`config.mk`:
```
export PLATFORM = sky130hd
export DESIGN_NAME = vec_word_load_unit
export DESIGN_NICKNAME = d
export VERILOG_FILES = /design/src/rtl/vlw_pkg.sv /design/src/rtl/vlw_rst_sync.sv /design/src/rtl/vlw_decode.sv /design/src/rtl/vlw_lane_place.sv /design/src/rtl/vlw_ctrl.sv /design/src/rtl/vec_word_load_unit.sv
export SDC_FILE = /design/constraint.sdc
export NUM_CORES = 1
export LEC_CHECK = 0
export BUFFER_PORTS_ARGS = -buffer_cell sky130_fd_sc_hd__buf_2
export CORE_MARGIN = 2
export CORE_UTILIZATION = 53
export DETAILED_ROUTE_END_ITERATION = 8
export GPL_TIMING_DRIVEN = 0
export PLACE_DENSITY = 0.91
export SYNTH_ARGS = -nofsm -noshare
export SYNTH_HDL_FRONTEND = slang
export SYNTH_HIERARCHICAL = 1
export SYNTH_SLANG_ARGS = --single-unit
```
`constraint.sdc`:
```
create_clock -name clk -period 4 [get_ports clk]
set_clock_uncertainty 0.05 [all_clocks]
set_input_delay 0.8 -clock clk [delete_from_list [all_inputs] [get_ports clk]]
set_output_delay 0.8 -clock clk [all_outputs]
set_load 0.01 [all_outputs]
```
`src/rtl/vlw_pkg.sv`:
```
package vlw_pkg;

  localparam int INSN_W      = 32;
  localparam int FIELD_W     = 5;
  localparam logic [5:0] PRIMARY_OPCODE = 6'd31;
  localparam logic [9:0] EXTENDED_OPCODE = 10'd71;

  typedef enum logic [2:0] {
    ST_IDLE,
    ST_REQ,
    ST_WAIT,
    ST_WRITE,
    ST_EXC
  } vlw_state_e;

endpackage

```
`src/rtl/vlw_rst_sync.sv`:
```
module vlw_rst_sync #(
  parameter int STAGES = 2
) (
  input  logic clk,
  input  logic rst_n,
  output logic rst_sync_n
);

  logic [STAGES-1:0] sync_q;

  always_ff @(posedge clk or negedge rst_n) begin
    if (!rst_n) begin
      sync_q <= '0;
    end else begin
      sync_q <= {sync_q[STAGES-2:0], 1'b1};
    end
  end

  assign rst_sync_n = sync_q[STAGES-1];

endmodule

```
`src/rtl/vlw_decode.sv`:
```
module vlw_decode
  import vlw_pkg::*;
#(
  parameter int XLEN      = 64,
  parameter int WORD      = 32,
  parameter int FIELD_BITS = FIELD_W
) (
  input  logic [INSN_W-1:0]     insn,
  input  logic [XLEN-1:0]       gpr_a,
  input  logic [XLEN-1:0]       gpr_b,
  output logic                  insn_match,
  output logic [FIELD_BITS-1:0] vrt,
  output logic [XLEN-1:0]       ea
);

  localparam int ALIGN_BITS = $clog2(WORD / 8);

  logic [5:0]            prim_op;
  logic [9:0]            ext_op;
  logic [FIELD_BITS-1:0] ra_field;
  logic [XLEN-1:0]       base;
  logic [XLEN-1:0]       sum;
  logic                  unused_reserved;

  assign prim_op  = insn[31:26];
  assign vrt      = insn[25:21];
  assign ra_field = insn[20:16];
  assign ext_op   = insn[10:1];
  assign unused_reserved = insn[0] ^ (^insn[15:11]);

  assign insn_match = (prim_op == PRIMARY_OPCODE) && (ext_op == EXTENDED_OPCODE);

  always_comb begin
    base = (ra_field == '0) ? '0 : gpr_a;
    sum  = base + gpr_b;
    ea   = {sum[XLEN-1:ALIGN_BITS], {ALIGN_BITS{1'b0}}};
  end

endmodule

```
`src/rtl/vlw_lane_place.sv`:
```
module vlw_lane_place #(
  parameter int VLEN      = 128,
  parameter int WORD      = 32,
  parameter int LANE_BITS = $clog2(VLEN / WORD)
) (
  input  logic                 en,
  input  logic [WORD-1:0]      word,
  input  logic [LANE_BITS-1:0] lane,
  input  logic                 little_end,
  output logic [VLEN-1:0]      vec
);

  localparam int LANES  = VLEN / WORD;
  localparam int NBYTES = WORD / 8;

  logic [WORD-1:0]      swapped;
  logic [WORD-1:0]      lane_word;
  logic [LANE_BITS-1:0] sel;

  for (genvar b = 0; b < NBYTES; b++) begin : g_swap
    assign swapped[8*b +: 8] = word[WORD-8-8*b +: 8];
  end

  always_comb begin
    sel       = little_end ? (LANE_BITS'(LANES - 1) - lane) : lane;
    lane_word = little_end ? swapped : word;
  end

  for (genvar l = 0; l < LANES; l++) begin : g_lane
    assign vec[VLEN-WORD*(l+1) +: WORD] =
      (en && (sel == LANE_BITS'(l))) ? lane_word : '0;
  end

endmodule

```
`src/rtl/vlw_ctrl.sv`:
```
module vlw_ctrl
  import vlw_pkg::*;
#(
  parameter int XLEN       = 64,
  parameter int WORD       = 32,
  parameter int FIELD_BITS = FIELD_W,
  parameter int IDX_BITS   = FIELD_BITS + 1
) (
  input  logic                  clk,
  input  logic                  rst_n,
  input  logic                  insn_valid,
  input  logic                  insn_match,
  input  logic                  vec_en,
  input  logic                  little_end,
  input  logic [XLEN-1:0]       ea,
  input  logic [FIELD_BITS-1:0] vrt,
  input  logic                  rd_req_ready,
  input  logic                  rd_rsp_valid,
  input  logic [WORD-1:0]       rd_rsp_data,
  output logic                  busy,
  output logic                  rd_req_valid,
  output logic [XLEN-1:0]       rd_req_addr,
  output logic                  vwr_en,
  output logic [IDX_BITS-1:0]   vwr_idx,
  output logic                  vec_unavail,
  output logic [WORD-1:0]       word_q,
  output logic [XLEN-1:0]       addr_q,
  output logic                  le_q
);

  vlw_state_e            state_q, state_d;
  logic [FIELD_BITS-1:0] vrt_q;
  logic                  accept;
  logic                  ctx_en;
  logic                  data_en;

  assign accept  = (state_q == ST_IDLE) && insn_valid && insn_match;
  assign ctx_en  = accept && vec_en;
  assign data_en = (state_q == ST_WAIT) && rd_rsp_valid;

  always_comb begin
    state_d = state_q;
    unique case (state_q)
      ST_IDLE:  if (accept) state_d = vec_en ? ST_REQ : ST_EXC;
      ST_REQ:   if (rd_req_ready) state_d = ST_WAIT;
      ST_WAIT:  if (rd_rsp_valid) state_d = ST_WRITE;
      ST_WRITE: state_d = ST_IDLE;
      ST_EXC:   state_d = ST_IDLE;
      default:  state_d = ST_IDLE;
    endcase
  end

  always_ff @(posedge clk or negedge rst_n) begin
    if (!rst_n) begin
      state_q <= ST_IDLE;
    end else begin
      state_q <= state_d;
    end
  end

  always_ff @(posedge clk or negedge rst_n) begin
    if (!rst_n) begin
      addr_q <= '0;
      vrt_q  <= '0;
      le_q   <= 1'b0;
    end else if (ctx_en) begin
      addr_q <= ea;
      vrt_q  <= vrt;
      le_q   <= little_end;
    end
  end

  always_ff @(posedge clk or negedge rst_n) begin
    if (!rst_n) begin
      word_q <= '0;
    end else if (data_en) begin
      word_q <= rd_rsp_data;
    end
  end

  assign busy         = (state_q != ST_IDLE);
  assign rd_req_valid = (state_q == ST_REQ);
  assign rd_req_addr  = rd_req_valid ? addr_q : '0;
  assign vwr_en       = (state_q == ST_WRITE);
  assign vwr_idx      = vwr_en ? {1'b1, vrt_q} : '0;
  assign vec_unavail  = (state_q == ST_EXC);

  AST_REQ_HOLD: assert property (@(posedge clk) disable iff (!rst_n)
    rd_req_valid && !rd_req_ready |=> rd_req_valid && $stable(rd_req_addr));

  AST_WRITE_AFTER_DATA: assert property (@(posedge clk) disable iff (!rst_n)
    (state_q == ST_WAIT) && rd_rsp_valid |=> vwr_en && !rd_req_valid);

  AST_WRITE_SINGLE: assert property (@(posedge clk) disable iff (!rst_n)
    vwr_en |=> !vwr_en);

  AST_EXC_ON_DISABLED: assert property (@(posedge clk) disable iff (!rst_n)
    accept && !vec_en |=> vec_unavail && !rd_req_valid && !vwr_en);

  AST_BUSY_UNTIL_DONE: assert property (@(posedge clk) disable iff (!rst_n)
    busy && !vwr_en && !vec_unavail |=> busy);

endmodule

```
`src/rtl/vec_word_load_unit.sv`:
```
module vec_word_load_unit
  import vlw_pkg::*;
#(
  parameter int XLEN       = 64,
  parameter int VLEN       = 128,
  parameter int WORD       = 32,
  parameter int IDX_BITS   = FIELD_W + 1
) (
  input  logic                clk,
  input  logic                rst_n,
  input  logic                insn_valid,
  input  logic [INSN_W-1:0]   insn,
  input  logic [XLEN-1:0]     gpr_a,
  input  logic [XLEN-1:0]     gpr_b,
  input  logic                vec_en,
  input  logic                little_end,
  output logic                busy,
  output logic                rd_req_valid,
  input  logic                rd_req_ready,
  output logic [XLEN-1:0]     rd_req_addr,
  input  logic                rd_rsp_valid,
  input  logic [WORD-1:0]     rd_rsp_data,
  output logic                vwr_en,
  output logic [IDX_BITS-1:0] vwr_idx,
  output logic [VLEN-1:0]     vwr_data,
  output logic                vec_unavail
);

  localparam int ALIGN_BITS = $clog2(WORD / 8);
  localparam int LANE_BITS  = $clog2(VLEN / WORD);

  logic               rst_sync_n;
  logic               insn_match;
  logic [FIELD_W-1:0] vrt;
  logic [XLEN-1:0]    ea;
  logic [WORD-1:0]    word_q;
  logic [XLEN-1:0]    addr_q;
  logic               le_q;

  vlw_rst_sync #(.STAGES(2)) u_rst_sync (
    .clk        (clk),
    .rst_n      (rst_n),
    .rst_sync_n (rst_sync_n)
  );

  vlw_decode #(.XLEN(XLEN), .WORD(WORD), .FIELD_BITS(FIELD_W)) u_decode (
    .insn       (insn),
    .gpr_a      (gpr_a),
    .gpr_b      (gpr_b),
    .insn_match (insn_match),
    .vrt        (vrt),
    .ea         (ea)
  );

  vlw_ctrl #(.XLEN(XLEN), .WORD(WORD), .FIELD_BITS(FIELD_W), .IDX_BITS(IDX_BITS)) u_ctrl (
    .clk          (clk),
    .rst_n        (rst_sync_n),
    .insn_valid   (insn_valid),
    .insn_match   (insn_match),
    .vec_en       (vec_en),
    .little_end   (little_end),
    .ea           (ea),
    .vrt          (vrt),
    .rd_req_ready (rd_req_ready),
    .rd_rsp_valid (rd_rsp_valid),
    .rd_rsp_data  (rd_rsp_data),
    .busy         (busy),
    .rd_req_valid (rd_req_valid),
    .rd_req_addr  (rd_req_addr),
    .vwr_en       (vwr_en),
    .vwr_idx      (vwr_idx),
    .vec_unavail  (vec_unavail),
    .word_q       (word_q),
    .addr_q       (addr_q),
    .le_q         (le_q)
  );

  vlw_lane_place #(.VLEN(VLEN), .WORD(WORD), .LANE_BITS(LANE_BITS)) u_place (
    .en         (vwr_en),
    .word       (word_q),
    .lane       (addr_q[ALIGN_BITS +: LANE_BITS]),
    .little_end (le_q),
    .vec        (vwr_data)
  );

  AST_ADDR_ALIGNED: assert property (@(posedge clk) disable iff (!rst_sync_n)
    rd_req_valid |-> (rd_req_addr[ALIGN_BITS-1:0] == '0));

  AST_NO_DATA_IDLE: assert property (@(posedge clk) disable iff (!rst_sync_n)
    !vwr_en |-> (vwr_data == '0));

endmodule

```
==> metrics.cfg, run 1 <==
[run_status]
status = complete, but fails checks
failed_checks = negative setup slack

[worst_setup_path]
critPathKind = primary input to flip-flop
worstReg2RegStart = u_ctrl/state_q[1]
r2r-end = u_ctrl/addr_q[3]
rr_worst_depth = 4
worst_setup_path_end_kind = flip-flop
cp_max_fo = 4
arrival_ns = 4.26
startpoint_type = primary input
crit_required_ns = 4.19
reg2reg_setup_slack_ns = 2.06

[floorplanning]
die_h_microns = 159
io_pins = 401
core_region_area_sq_mm = 0.0235
die-area_sq_mm = 0.0252
row_count = 56
initial_core_util_pct = 54.0
die_w_microns = 159

[pwr]
power_w = 0.00475
powerDensity_mw_per_mm2 = 291
p_leak_nw = 7.14
max-vdd-ir-drop_mv = 0.265

[timing]
fin_crit_sh_pct = 102
tns_ns = -0.269
rsz0062_at_grt = yes
slew_headroom_pct = 43.5
fin_ws_ns = -0.0763
whs_ns = 0.170
slew_viol_final = 0
setup_viol = 8
fmax_ghz = 0.245
hold_viol_final = 0
period_needed_ns = 4.08
tightest_slew_ns = 0.848

[drt]
drc = 0
met1Wirelength_microns = 19000
vias = 14600
wl_per_cell_microns = 24.2
postRouteAntennaNets = 0
viasPerCell = 6.66
met2_length_microns = 25100
route.met3.wl_microns = 5810
detail_route.first_pass.iterations = 8
drtIter0Drc = 2048
routed.top_layer = met4
wirelength_microns = 52900

[worst_hold_path]
hold_class = primary input to async pin

[final_layout]
nets = 2116
fill_cells = 1767
final_area_sq_mm = 0.0163
layout-drive-gt1-share_pct = 40.1
syn_to_final_growth_pct = 28.6
fin_util_pct = 69.4

[clocking]
cts.sinks = 107
clkTransAtPathRegs_ns = 0.07
cts_made_buffers = 9
htree_levels = 3
cts-root-buf = clkbuf_16
ctsHoldBuffers = 0
clock_path_buffers = 2
clock_latency_ns = 0.35
cts_tree = yes

[grt]
grt_max_degree = 61
grt_pass1_wl_microns = 76100
antenna_found_initial = 7
grt_pass1_vias = 13800
track_usage_pct = 37.7
overflow = 0

[place]
port_buffers = 389
place_area_sq_mm = 0.0151
gp_congestion = 1.01
dp_hpwl_microns = 38600

[logic_synthesis]
syn_area_sq_mm = 0.0127
synth_top_area_cell = dfrtp_1
synth_area_leaders = dfrtp_1, mux2_2, nand4bb_1
ys_seq_area_share_pct = 21.1
synth.distinct_cells = 80
synthMuxAreaShare_pct = 9.11
synthAdderAreaFrac_pct = 6.10
ys_ff_latch = 107
avgSynthCellArea_sq_um = 8.90
synth_xor_area_share_pct = 4.20
synth_edf_count = 0
synth_simple_gate_area_share_pct = 33.6
yosysTopAreaCellShare_pct = 21.1
yosys_most_used_dff = dfrtp_1
postSynth.asyncResetShare_pct = 100
synth_cells = 1428
ys_warn_count = 6
synth_top_family_by_area = simple AND/OR/NAND/NOR gates
synth_compound_area_share_pct = 19.0

[flow_run]
maxCapViolCount = 0

[cell families after synthesis]
group | after synthesis
AND/OR/NAND/NOR | 580
AO/OA/AOI/OAI | 341
buffers and inverters | 172
flip-flops | 107
multiplexers | 103
adder cells (fa/ha/maj) | 62
XOR/XNOR | 61
other | 2
[flip-flops by register name (all words and copies together), names as in the netlist]
signal / flops
u_ctrl/vrt_q: 5
u_rst_sync/sync_q: 2
u_ctrl/word_q: 32
u_ctrl/addr_q: 64
u_ctrl/state_q: 3
u_ctrl/le_q: 1
[metal layers]
metal | GRT usage [%] | up-vias
li1 | - | 6217
met1 | 44.8 | 6833
met2 | 64.6 | 1219
met3 | 7.52 | 282
met4 | 19.5 | 0
met5 | 0 | -
[cells in the mapped netlist, types with 3 or more instances]
cell	n
o21ai_0	27
or4b_1	31
and2_1	133
nor3b_1	4
nand4_1	57
buf_1	3
nor2_1	35
a211oi_1	6
a211oi_2	3
a21oi_1	87
nand2b_1	5
buf_2	39
nand4b_1	97
o31ai_1	5
o21ai_1	11
nand3_1	11
o21a_1	4
clkbuf_1	78
nand2_1	61
or3_1	8
ha_1	62
a21o_1	18
dfrtp_1	107
inv_1	21
buf_4	12
a31oi_1	3
mux2_2	102
nor3_1	16
xor2_1	20
nor2b_1	5
buf_6	17
o21bai_1	17
xnor2_1	41
nand4bb_1	96
a21boi_1	127
[cell usage in the layout (no fill, tap or decap), drive strengths merged, types with 20 or more instances in the layout]
cell type and count:
a21boi 131, a21oi 87, and2 133, buf 503, clkbuf 71, dfrtp 107, ha 62, inv 21
mux2 102, nand2 64, nand4 57, nand4b 97, nand4bb 96, nor2 38, o21ai 39, or4b 32
xnor2 41, xor2 20
[final cells by class]
class | count | area [sq um] | area share (%)
Multi-Input combinational cell | 1151 | 9850 | 60.2
Sequential cell | 107 | 2680 | 16.4
Timing Repair Buffer | 427 | 2260 | 13.8
Buffer | 138 | 792 | 4.84
Tap cell | 319 | 399 | 2.44
Clock buffer | 10 | 229 | 1.40
Inverter | 21 | 78.8 | 0.482
Clock inverter | 6 | 42.5 | 0.260
Antenna cell | 7 | 17.5 | 0.107
[worst max path at each step]
stage,start,endpoint,slack (ns)
5_1_grt,insn[17],u_ctrl/addr_q[57],-0.13
2_1_floorplan,insn[17],u_ctrl/addr_q[55],0.07
3_5_place_dp,insn[17],u_ctrl/addr_q[63],-1.06
3_3_place_gp,insn[17],u_ctrl/addr_q[63],-0.95
6_report,insn[17],u_ctrl/addr_q[58],-0.08
4_1_cts,insn[20],u_ctrl/addr_q[53],0.01
[through the flow]
step,worst slack [ns],std cells
global route,-0.134,2185
CTS,0.0114,2157
floorplan,0.0724,1429
detailed placement,-1.06,2139
finish,-0.0763,2186
global placement,-0.951,2137
[power breakdown]
part / switching [W] / total [W] / internal (W)
combinational: 0.00102 / 0.00194 / 0.000927
sequential: 0.000689 / 0.00194 / 0.00125
clock: 0.000450 / 0.000875 / 0.000425
total: 0.00216 / 0.00475 / 0.00260
[timing repair]
item / 4_1_cts / 5_1_grt
endpoints found under the setup margin: 33 / 29
buffers inserted: 7 / 27
resized for setup: 34 / 142
pin swaps: 10 / 52
cloned: 0 / 4
[critical path, cell delays in order]
cell	delay [ns]
buf_2	0.11
nor3_4	0.31
nand2_2	0.18
and2_1	0.20
ha_1	0.32
a31oi_1	0.13
a21oi_1	0.48
a211oi_2	0.20
o211a_1	0.32
o31ai_4	0.35
a31oi_4	0.17
o311ai_2	0.27
xor2_1	0.14
mux2_4	0.27
Note: power is estimated with default switching activity, not from simulation.
==> inputs of run 2 (changes only) <==
--- a/config.mk
+++ b/config.mk
@@ -6,8 +6,8 @@
 export NUM_CORES = 1
 export LEC_CHECK = 0
 export BUFFER_PORTS_ARGS = -buffer_cell sky130_fd_sc_hd__buf_2
-export CORE_MARGIN = 2
 export CORE_UTILIZATION = 53
+export CTS_CLUSTER_DIAMETER = 100
 export DETAILED_ROUTE_END_ITERATION = 8
 export GPL_TIMING_DRIVEN = 0
 export PLACE_DENSITY = 0.91
==> run 2 against run 1 <==
Net effect: the run still ends with negative setup slack left; worst hold slack better by 0.0010 ns; highest routed layer unchanged; die area down 2.5%; combinational power about the same; maximum frequency up 0.69%.
==> metrics.cfg, run 2 (synthesis results as in run 1) <==
[place]
port_buffers = 389  ; unchanged
place_area_sq_mm = 0.0151  ; unchanged
gp_congestion = 1.05  ; was 1.01
dp_hpwl_microns = 38200  ; was 38600 microns
pre_cts_ws_ns = -0.979  ; was -1.06 ns
dp.cells = 2139  ; unchanged

[floorplanning]
initial_core_util_pct = 54.2  ; was 54.0%
die-area_sq_mm = 0.0246  ; was 0.0252 sq mm
io_pins = 401  ; unchanged
core_region_area_sq_mm = 0.0235  ; about the same
die_w_microns = 157  ; was 159 microns
row_count = 56  ; unchanged
die_h_microns = 157  ; was 159 microns

[drt]
wirelength_microns = 52800  ; was 52900 microns
drc = 0  ; unchanged
wl_per_cell_microns = 24.2  ; about the same
drtIter0Drc = 1919  ; was 2048
viasPerCell = 6.64  ; was 6.66
detail_route.first_pass.iterations = 9  ; was 8
postRouteAntennaNets = 0  ; unchanged
vias = 14500  ; was 14600

[grt]
use_met1_pct = 47.7  ; was 44.8%
grt_busiest_layer = met2  ; unchanged
met2_usage_pct = 66.3  ; was 64.6%
grt_pass1_wl_microns = 76800  ; was 76100 microns
grt_pass1_vias = 13700  ; was 13800
overflow = 0  ; unchanged
antenna_found_initial = 6  ; was 7
grt_use_met3_pct = 10.5  ; was 7.52%
grt_max_degree = 59  ; was 61
track_usage_pct = 40.7  ; was 37.7%

[timing]
rsz0062_at_grt = yes  ; unchanged
slew_viol_final = 0  ; unchanged
fin_crit_sh_pct = 101  ; was 102%
fmax_ghz = 0.247  ; was 0.245 GHz
slew_headroom_pct = 33.6  ; was 43.5%
tightest_slew_ns = 0.996  ; was 0.848 ns
period_needed_ns = 4.05  ; was 4.08 ns
hold_viol_final = 0  ; unchanged
setup_viol = 4  ; was 8
fin_ws_ns = -0.0481  ; was -0.0763 ns

[clocking]
cts_tree = yes  ; unchanged
cts_made_buffers = 9  ; unchanged
cts.sinks = 107  ; unchanged
htree_levels = 3  ; unchanged
clkTransAtPathRegs_ns = 0.08  ; was 0.07 ns
clock_path_buffers = 2  ; unchanged
cts-root-buf = clkbuf_16  ; unchanged
clock_latency_ns = 0.35  ; about the same

[worst_setup_path]
arrival_ns = 4.24  ; was 4.26 ns
critPathKind = primary input to flip-flop  ; unchanged
worst_setup_path_end_kind = flip-flop  ; unchanged
startpoint_type = primary input  ; unchanged
crit_required_ns = 4.19  ; about the same
cp_max_fo = 10  ; was 4
worstReg2RegStart = u_ctrl/state_q[1]  ; unchanged
r2r-end = u_ctrl/addr_q[4]  ; was u_ctrl/addr_q[3]
rr_worst_depth = 4  ; unchanged
reg2reg_setup_slack_ns = 2.05  ; was 2.06 ns

[pwr]
max-vdd-ir-drop_mv = 0.197  ; was 0.265 mV
power_w = 0.00477  ; was 0.00475 W
powerDensity_mw_per_mm2 = 293  ; was 291 mW/mm^2
p_leak_nw = 7.12  ; was 7.14 nW

[final_layout]
fin_util_pct = 69.4  ; about the same
final_common_cell = buf_2  ; unchanged
final_area_sq_mm = 0.0163  ; about the same
fill_cells = 1766  ; was 1767
final_cell_mix = buf_2, and2_1, a21boi_1, dfrtp_1, mux2_2  ; unchanged
syn_to_final_growth_pct = 28.0  ; was 28.6%
layout-drive-gt1-share_pct = 39.5  ; was 40.1%
top_regs = u_ctrl/addr_q (64), u_ctrl/word_q (32), u_ctrl/vrt_q (5)  ; unchanged
nets = 2115  ; was 2116
multi_input_area_sq_mm = 0.00979  ; was 0.00985 sq mm
stdcell_count = 2182  ; was 2186
largest_reg_flops = 64  ; unchanged
top_register = u_ctrl/addr_q  ; unchanged
layout.area.seq_sq_mm = 0.00268  ; unchanged

[worst_hold_path]
hold_class = primary input to async pin  ; unchanged

[run_status]
failed_checks = negative setup slack  ; unchanged
status = complete, but fails checks  ; unchanged

[flow_run]
maxCapViolCount = 0  ; unchanged

-- run 2: changes by cell type in the layout (fill, tap and decap cells not counted), sizes merged --
| cell | change |
|---|---|
| buf | -3 |
| clkbuf | +3 |
| diode | -3 |
| clkinv | -2 |
| inv | +1 |
-- run 2: layout make-up --
type,count,area share (%)
Multi-Input combinational cell,1151,60.1
Sequential cell,107,16.5
Timing Repair Buffer,425,13.8
Buffer,139,4.89
Tap cell,319,2.45
Clock buffer,11,1.49
Inverter,21,0.484
Clock inverter,5,0.231
Antenna cell,4,0.0615
-- run 2: worst max path at each step --
stage / slack (ns) / endpoint / from
2_1_floorplan: 0.07 / u_ctrl/addr_q[55] / insn[17]
3_3_place_gp: -0.91 / u_ctrl/addr_q[63] / insn[17]
3_5_place_dp: -0.98 / u_ctrl/addr_q[63] / insn[17]
4_1_cts: -0.04 / u_ctrl/addr_q[35] / insn[20]
5_1_grt: -0.15 / u_ctrl/addr_q[57] / insn[17]
6_report: -0.05 / u_ctrl/addr_q[50] / insn[19]
-- run 2: critical path, stage by stage --
cell and delay (ns):
buf_2 0.12, nor2_4 0.28, nand2_8 0.14, buf_6 0.17, and2_1 0.16, ha_1 0.36
a21oi_1 0.32, o21ai_0 0.25, o21a_1 0.24, nor2_2 0.19, nor3_1 0.11, or3_4 0.37
a21boi_4 0.19, o21bai_1 0.12, xnor2_1 0.15, mux2_2 0.26
-- run 2: through the flow --
| stage | setup TNS, ns | hold WS (ns) |
|---|---|---|
| after global routing | -0.795 | 0.155 |
| final | -0.0861 | 0.171 |
| after floorplan | 0 | 0.281 |
| after CTS | -0.0624 | 0.154 |
| after detailed placement | -22.59 | 0.293 |
| after global placement | -135.75 | 0.286 |
-- run 2: power by group --
part           internal, W  switching [W]
combinational     0.000919        0.00101
sequential         0.00125       0.000712
clock             0.000444       0.000440
total              0.00261        0.00216
-- run 2: what timing repair did --
item | 4_1_cts | 5_1_grt
gates resized for setup | 37 | 124
pin swaps | 13 | 42
gates cloned | 1 | 1
buffers inserted | 10 | 23
endpoints found under the setup margin | 57 | 47
hold buffers | 0 | 0
-- run 2: per-layer routing --
layer | share of wire (%) | wire length [microns]
met1 | 36 | 18900
met2 | 46 | 24200
met3 | 11 | 5950
met4 | 7.0 | 3710
met5 | 0 | 0
